<file path="src/rtl/card_activation_seq.sv">
module card_activation_seq #(
  parameter int LOCK_CYC  = 1000000,
  parameter int T1_CYC    = 2000,
  parameter int T2_CYC    = 2500,
  parameter int T3_CYC    = 3000,
  parameter int DEACT_CYC = 100
) (
  input  logic clk,
  input  logic rst_n,
  input  logic supply_ok,
  input  logic vdd_fault,
  input  logic card_in,
  input  logic vcc_good,
  input  logic cmd_n,
  input  logic host_rst,
  output logic vcc_en,
  output logic io_en,
  output logic clk_en,
  output logic card_rst,
  output logic fault_n
);
  localparam int TMAX = (T3_CYC > DEACT_CYC) ? T3_CYC : DEACT_CYC;
  localparam int TW   = $clog2(TMAX + 1);
  localparam int LW   = $clog2(LOCK_CYC + 1);

  typedef enum logic [2:0] {
    S_IDLE, S_RAMP, S_IOW, S_CLKW, S_RUN, S_DRST, S_DCLK, S_DIO
  } st_t;

  st_t           st;
  logic [TW-1:0] tmr;
  logic [LW-1:0] lcnt;
  logic          cmd_q;
  logic          flt_q;

  wire ready    = (lcnt == LW'(LOCK_CYC));
  wire cmd_fall = cmd_q & ~cmd_n;
  wire cmd_rise = ~cmd_q & cmd_n;
  wire abort    = (st != S_IDLE) & (~card_in | vdd_fault | ~supply_ok);
  wire start    = cmd_fall & ready & card_in & ~vdd_fault & ~host_rst;
  wire step_end = (tmr == TW'(DEACT_CYC - 1));

  always_ff @(posedge clk or negedge rst_n) begin
    if (!rst_n) begin
      lcnt  <= '0;
      cmd_q <= 1'b1;
    end else begin
      cmd_q <= cmd_n;
      if (!supply_ok) lcnt <= '0;
      else if (!ready) lcnt <= lcnt + 1'b1;
    end
  end

  always_ff @(posedge clk or negedge rst_n) begin
    if (!rst_n) begin
      st    <= S_IDLE;
      tmr   <= '0;
      flt_q <= 1'b1;
    end else if (abort) begin
      st    <= S_IDLE;
      tmr   <= '0;
      flt_q <= 1'b0;
    end else begin
      case (st)
        S_IDLE: if (start) begin
          st    <= S_RAMP;
          tmr   <= '0;
          flt_q <= 1'b1;
        end
        S_RAMP: begin
          if (tmr == TW'(T1_CYC - 1) && !vcc_good) begin
            st    <= S_IDLE;
            tmr   <= '0;
            flt_q <= 1'b0;
          end else begin
            tmr <= tmr + 1'b1;
            if (tmr == TW'(T1_CYC - 1)) st <= S_IOW;
          end
        end
        S_IOW: begin
          tmr <= tmr + 1'b1;
          if (tmr == TW'(T2_CYC - 1)) st <= S_CLKW;
        end
        S_CLKW: begin
          tmr <= tmr + 1'b1;
          if (tmr == TW'(T3_CYC - 1)) begin
            st  <= S_RUN;
            tmr <= '0;
          end
        end
        S_RUN: if (cmd_rise) begin
          st  <= S_DRST;
          tmr <= '0;
        end
        S_DRST, S_DCLK, S_DIO: begin
          tmr <= step_end ? '0 : tmr + 1'b1;
          if (step_end) st <= (st == S_DRST) ? S_DCLK : (st == S_DCLK) ? S_DIO : S_IDLE;
        end
        default: st <= S_IDLE;
      endcase
    end
  end

  assign vcc_en   = (st != S_IDLE);
  assign io_en    = (st == S_CLKW) | (st == S_RUN) | (st == S_DRST) | (st == S_DCLK);
  assign clk_en   = (st == S_RUN) | (st == S_DRST);
  assign card_rst = (st == S_RUN) & host_rst;
  assign fault_n  = flt_q;
endmodule


</file>
<file path="config.mk">
export PLATFORM = sky130hd
export DESIGN_NAME = card_activation_seq
export DESIGN_NICKNAME = d
export VERILOG_FILES = /design/src/rtl/card_activation_seq.sv
export SDC_FILE = /design/constraint.sdc
export NUM_CORES = 1
export LEC_CHECK = 0
export CAP_MARGIN = 15
export CORE_ASPECT_RATIO = 0.9
export CORE_MARGIN = 4
export CORE_UTILIZATION = 45
export CTS_CLUSTER_DIAMETER = 30
export CTS_CLUSTER_SIZE = 12
export DETAILED_ROUTE_END_ITERATION = 12
export DONT_BUFFER_PORTS = 1
export PLACE_DENSITY = 0.7
export SLEW_MARGIN = 40
export SYNTH_ARGS = -nofsm -noshare
export SYNTH_HDL_FRONTEND = slang
export SYNTH_SLANG_ARGS = --single-unit
</file>
<file path="constraint.sdc">
create_clock -name clk -period 2.17 [get_ports clk]
set_clock_uncertainty 0.05 [all_clocks]
set_input_delay 0.5425 -clock clk [delete_from_list [all_inputs] [get_ports clk]]
set_output_delay 0.5425 -clock clk [all_outputs]
set_load 0.005 [all_outputs]
</file>
---- After elaboration in Yosys (flattened, before gate mapping) ----
Cells that the tools add are included.
operators by class
  add/sub/neg operators ................... 2
  equal/unequal tests ..................... 20
  mux-type cells .......................... 24
  bitwise logic cells ..................... 20
  reduce and logical (&&, ||, !) cells .... 9
operators by type and width
  cell                     count
  $mux W12                 6
  $pmux W12 S6             1
  $mux W20                 2
  $mux W3                  10
  $eq A12 B12 Y1 const B   2
  $add A20 B1 Y20 const B  1
  $eq A20 B20 Y1 const B   1
  $ne A3 B3 Y1 const B     6
  $pmux W3 S6              1
  $add A12 B1 Y12 const B  1
  $eq A12 B11 Y1 const B   1
  $eq A12 B7 Y1 const B    1
  $eq A3 B3 Y1 const B     4
  $and A1 B1 Y1            8
  $eq A3 B2 Y1 const B     2
  $not A1 Y1               6
  $or A1 B1 Y1             6
  $reduce_and A6 Y1        1
  $reduce_bool A3 Y1       2
  $ne A4 B4 Y1 const B     1
  $eq A3 B1 Y1 const B     1
  $logic_not A3 Y1         1
  $mux W1                  3
  $reduce_and A3 Y1        1
  other kinds (6)          6
storage, ports and cells
  bits in registers ....................... 37
  input bits .............................. 8
  output and inout port bits .............. 5
  word-level logic and storage cells ...... 80

---- Depth between registers and ports, before layout ----
  depth after elaboration ................. 9
  mapped depth ............................ 8
  mapped depth without buffers ............ 7

---- Least setup slack after synthesis ----
Ideal clock, no wire load.
  kind .................................... reg2reg
  from .................................... register tmr[0]
  to ...................................... register tmr[3]
  setup time .............................. 0.126 ns
  arrival ................................. 1.759 ns
  required time ........................... 1.994 ns
  path slack .............................. 0.235 ns
  cell stages (with the launch flop) ...... 8
  path buffers ............................ 1
  period minus slack after synthesis ...... 1.935 ns
  cell sequence ........................... dfrtp_1 ha_1 nor3b_2 nand4_1 a211oi_1 buf_4 a21oi_2 a221o_1
between the ends
  cells in the longest elaborated chain, start to end .. 5
  elaborated cells on any way between the ends .. 10
  classes of those cells .................. 1 x add/sub; 3 x eq/ne; 5 x mux; 1 x reduce/logical
RTL lines
  item                                                     line  text
  start, declared                                          31    logic [TW-1:0] tmr;
  start signal, assigned                                   76    tmr <= tmr + 1'b1;
  start signal, assigned                                   81    tmr <= tmr + 1'b1;
  start signal, assigned                                   85    tmr <= tmr + 1'b1;
  branches (longest 3 deep; another with $add A12 B1 Y12)  n/a
  $pmux W12 S6 (*)                                         64    case (st)
  $mux W12 (*)                                             59    end else if (abort) begin
Mark *: on every way between the ends.
A chain may end at the register's enable or synchronous reset.

---- Final worst setup path ----
  from .................................... register tmr[1]
  to ...................................... register tmr[4]
Same word-level chain as after synthesis.

==> out/metrics.csv <==
stage,metric,value,unit
clock_tree,CTS Root Cell,clkbuf_8,
place,placed insts,320,
cells_and_area,Finished Layout Cells,329,
die,Horiz. Die Dim,84.3,um
logic_synthesis,Post-Syn Instances,250,
logic_synthesis,Yosys cell types,63,
sta,fmax,482,MHz
drt,via count,1912,
worst_setup_path,arrival time worst endpoint,2.19,ns
power_and_ir_drop,pwr/cell area,578,nW/um2
clock_tree,clock slew at reported path FFs,0.08,ns
die,die height,76.7,um
logic_synthesis,post-synth top area share,37.1,%
sta,final worst-path cycle share,95.5,%
worst_setup_path,CP cell instances,ha_1 -> nor3b_2 -> a31oi_1 -> a211oi_1 -> buf_4 -> a21oi_2 -> a221o_1,
place,Port Buffers,0,
clock_tree,# clock sinks,37,
cells_and_area,design area,2630,um2
place,Placed Area,2480,um2
die,initial cell density of the core,47.6,%
clock_tree,CTS tree,done,
cells_and_area,antenna cells,0,
drt,number of DRC markers in iteration 0,152,
clock_tree,CTS max path bufs,2,
place,hpwl dp,3490,um
logic_synthesis,"count leader, synth",dfrtp_1,
worst_setup_path,Critical-path top delay cell,dfrtp_1,
drt,Residual DRC,0,
power_and_ir_drop,Peak VDD IR,299,uV
logic_synthesis,yosys synthesis warning count,0,
place,Final GP Congestion,0.906,
die,I/O pin count,13,
sta,Final Critical Period,2.07,ns
global_routing,number of global-route vias before repair,1864,
drt,post-route ant nets,0,
sta,Pins Over Slew Limit,0,
logic_synthesis,dominant cells by area after synthesis,"dfrtp_1 (37%), nand3_1 (4.0%), and2_1 (4.0%)",
sta,# setup viols final,0,
die,Core ar.,4950,um2
logic_synthesis,"EDFF count, synth",0,
sta,setup TNS,0,ns
worst_setup_path,crit path max fanout,11,
logic_synthesis,Syn Nets,261,
hold_path,Worst Hold Class,input pin to asynchronous set/reset pin,
drt,drt first pass iters,4,
clock_tree,H-tree Lvls,2,
sta,RSZ-0062 raised after global routing,true,
logic_synthesis,Synth Flop Type,dfrtp_1,
global_routing,GRT Overall Usage,16.9,%
drt,Via density,5.81,
cells_and_area,area grow syn2layout,11.3,%
run,# Max-Cap Violations,0,
logic_synthesis,sequential share of the synthesized area,39.3,%
worst_setup_path,worst reg2reg path startpoint,tmr[1]$_DFFE_PN0P_,
power_and_ir_drop,Leakage,0.00117,uW
clock_tree,# Post-CTS Setup Buffers,0,
status,status,finished clean,
sta,Hold Fails Final Rpt,0,
logic_synthesis,Yosys top cell by area,dfrtp_1,
worst_setup_path,Required @ worst endpoint,2.28,ns
drt,routed length per instance,15.2,um
worst_setup_path,highest cell delay on the worst timing path,0.37,ns
die,Rows,24,
clock_tree,TritonCTS buffer count,5,
global_routing,first-pass GRT wire length,9030,um
global_routing,GRT overflow,0,
logic_synthesis,Yosys reg bits,37,
clock_tree,worst skew pair latency,0.29,ns
logic_synthesis,Commonest cells post-synth,"dfrtp_1 (35), nand3_1 (19), and2_1 (15), nand2_1 (15), nor3_1 (14)",
global_routing,antenna violations before repair,0,
logic_synthesis,Async SR Flop Fraction,100,%
worst_setup_path,Worst Setup SP,tmr[1]$_DFFE_PN0P_,
worst_setup_path,crit end category,flop,
logic_synthesis,synthesized cell area,2360,um2
cells_and_area,share of layout cells above drive strength 1,17.4,%
drt,Total Wirelength,5000,um
global_routing,largest net degree at the start of global routing,36,
die,Die ar.,6470,um2
cells_and_area,Layout Nets,274,
sta,Max-slew headroom,65.4,%
logic_synthesis,mean post-synth cell area,9.44,um2
worst_setup_path,Setup Crit Path Kind,flop to flop,
worst_setup_path,crit start category,flop,
sta,WHS,0.0326,ns
sta,worst slew pin tran,0.518,ns
## cell usage in the layout, fill, tap and decap left out, types with 7 or more instances in the layout
cell,n
dfrtp_1,35
nand3_1,19
buf_4,17
nand2_1,15
and2_1,15
nor3_1,14
nor2_1,11
a21oi_1,11
xor2_1,10
inv_1,8
a211o_1,8
o21ai_0,7
## metrics by stage
step	util (%)	setup slack (ns)	total power [uW]
2_1_floorplan	-	0.235	843
3_3_place_gp	50.0	0.111	882
3_5_place_dp	50.0	0.0964	883
4_1_cts	52.8	0.0608	1530
5_1_grt	53.0	-0.00894	1590
6_report	53.0	0.0967	1520
## what timing repair did
| item | CTS | global route |
|---|---|---|
| resized for setup | 0 | 3 |
| hold endpoints to repair | 35 | 0 |
| hold buffers | 1 | 0 |
| endpoints found under the setup margin | 0 | 11 |
## area by class of cell
class	count	area, um2
Fill cell	468	2330
Clock inverter	2	37.5
Inverter	8	30.0
Clock buffer	6	82.6
Sequential cell	37	928
Timing Repair Buffer	18	148
Tap cell	65	81.3
Multi-Input combinational cell	193	1320
## power by group
| part | switching (uW) | internal, uW |
|---|---|---|
| registers | 14.6 | 701 |
| logic | 109 | 66.2 |
| clock network | 254 | 374 |
| total | 378 | 1140 |
## registers in the layout, summed over array words and instances (netlist names)
register	flops
fault_n	1
tmr	12
cmd_q	1
lcnt	20
st	3
## worst max-delay path: cells and delay by family (launching register included)
family,cells,cell delay (ns)
flops,1,0.37
simple gates,1,0.26
fa+ha+maj,1,0.22
buf+inv,1,0.22
compound gates,4,0.83
## final timing paths
path | end | slack, ns | cells past startpoint
max | tmr[4]$_DFFE_PN0P_ | 0.1 | 7
min | lcnt[15]$_DFFE_PN0P_ | 0.03 | 1
max reg2reg | tmr[4]$_DFFE_PN0P_ | 0.1 | 7
min reg2reg | fault_n$_DFFE_PN1P_ | 0.44 | 2
max in group asynchronous | lcnt[13]$_DFFE_PN0P_ | 1.85 | 1
min in group clk | cmd_q$_DFF_PN1_ | 0.20 | 0
## kinds of logic after synthesis
logic type | count (synthesis) | share of synthesized area, %
AOI/OAI and AO/OA | 46 | 13.7
muxes | 2 | 0.901
adders and majority gates | 3 | 1.59
DFF | 37 | 39.3
xor gates and xnor gates | 16 | 5.94
buffers and inverters | 20 | 5.14
and+or+nand+nor | 126 | 33.4
## layer usage
| layer | track usage (%) | vias up | share of wire [%] |
|---|---|---|---|
| met3 | 3.64 | 2 | 5.6 |
| met1 | 24.8 | 923 | 49 |
| li1 | - | 942 | - |
| met5 | 0 | - | 0 |
| met2 | 24.8 | 45 | 45 |
| met4 | 5.06 | 0 | 0.54 |
Note: power is estimated with default switching activity, not from simulation.
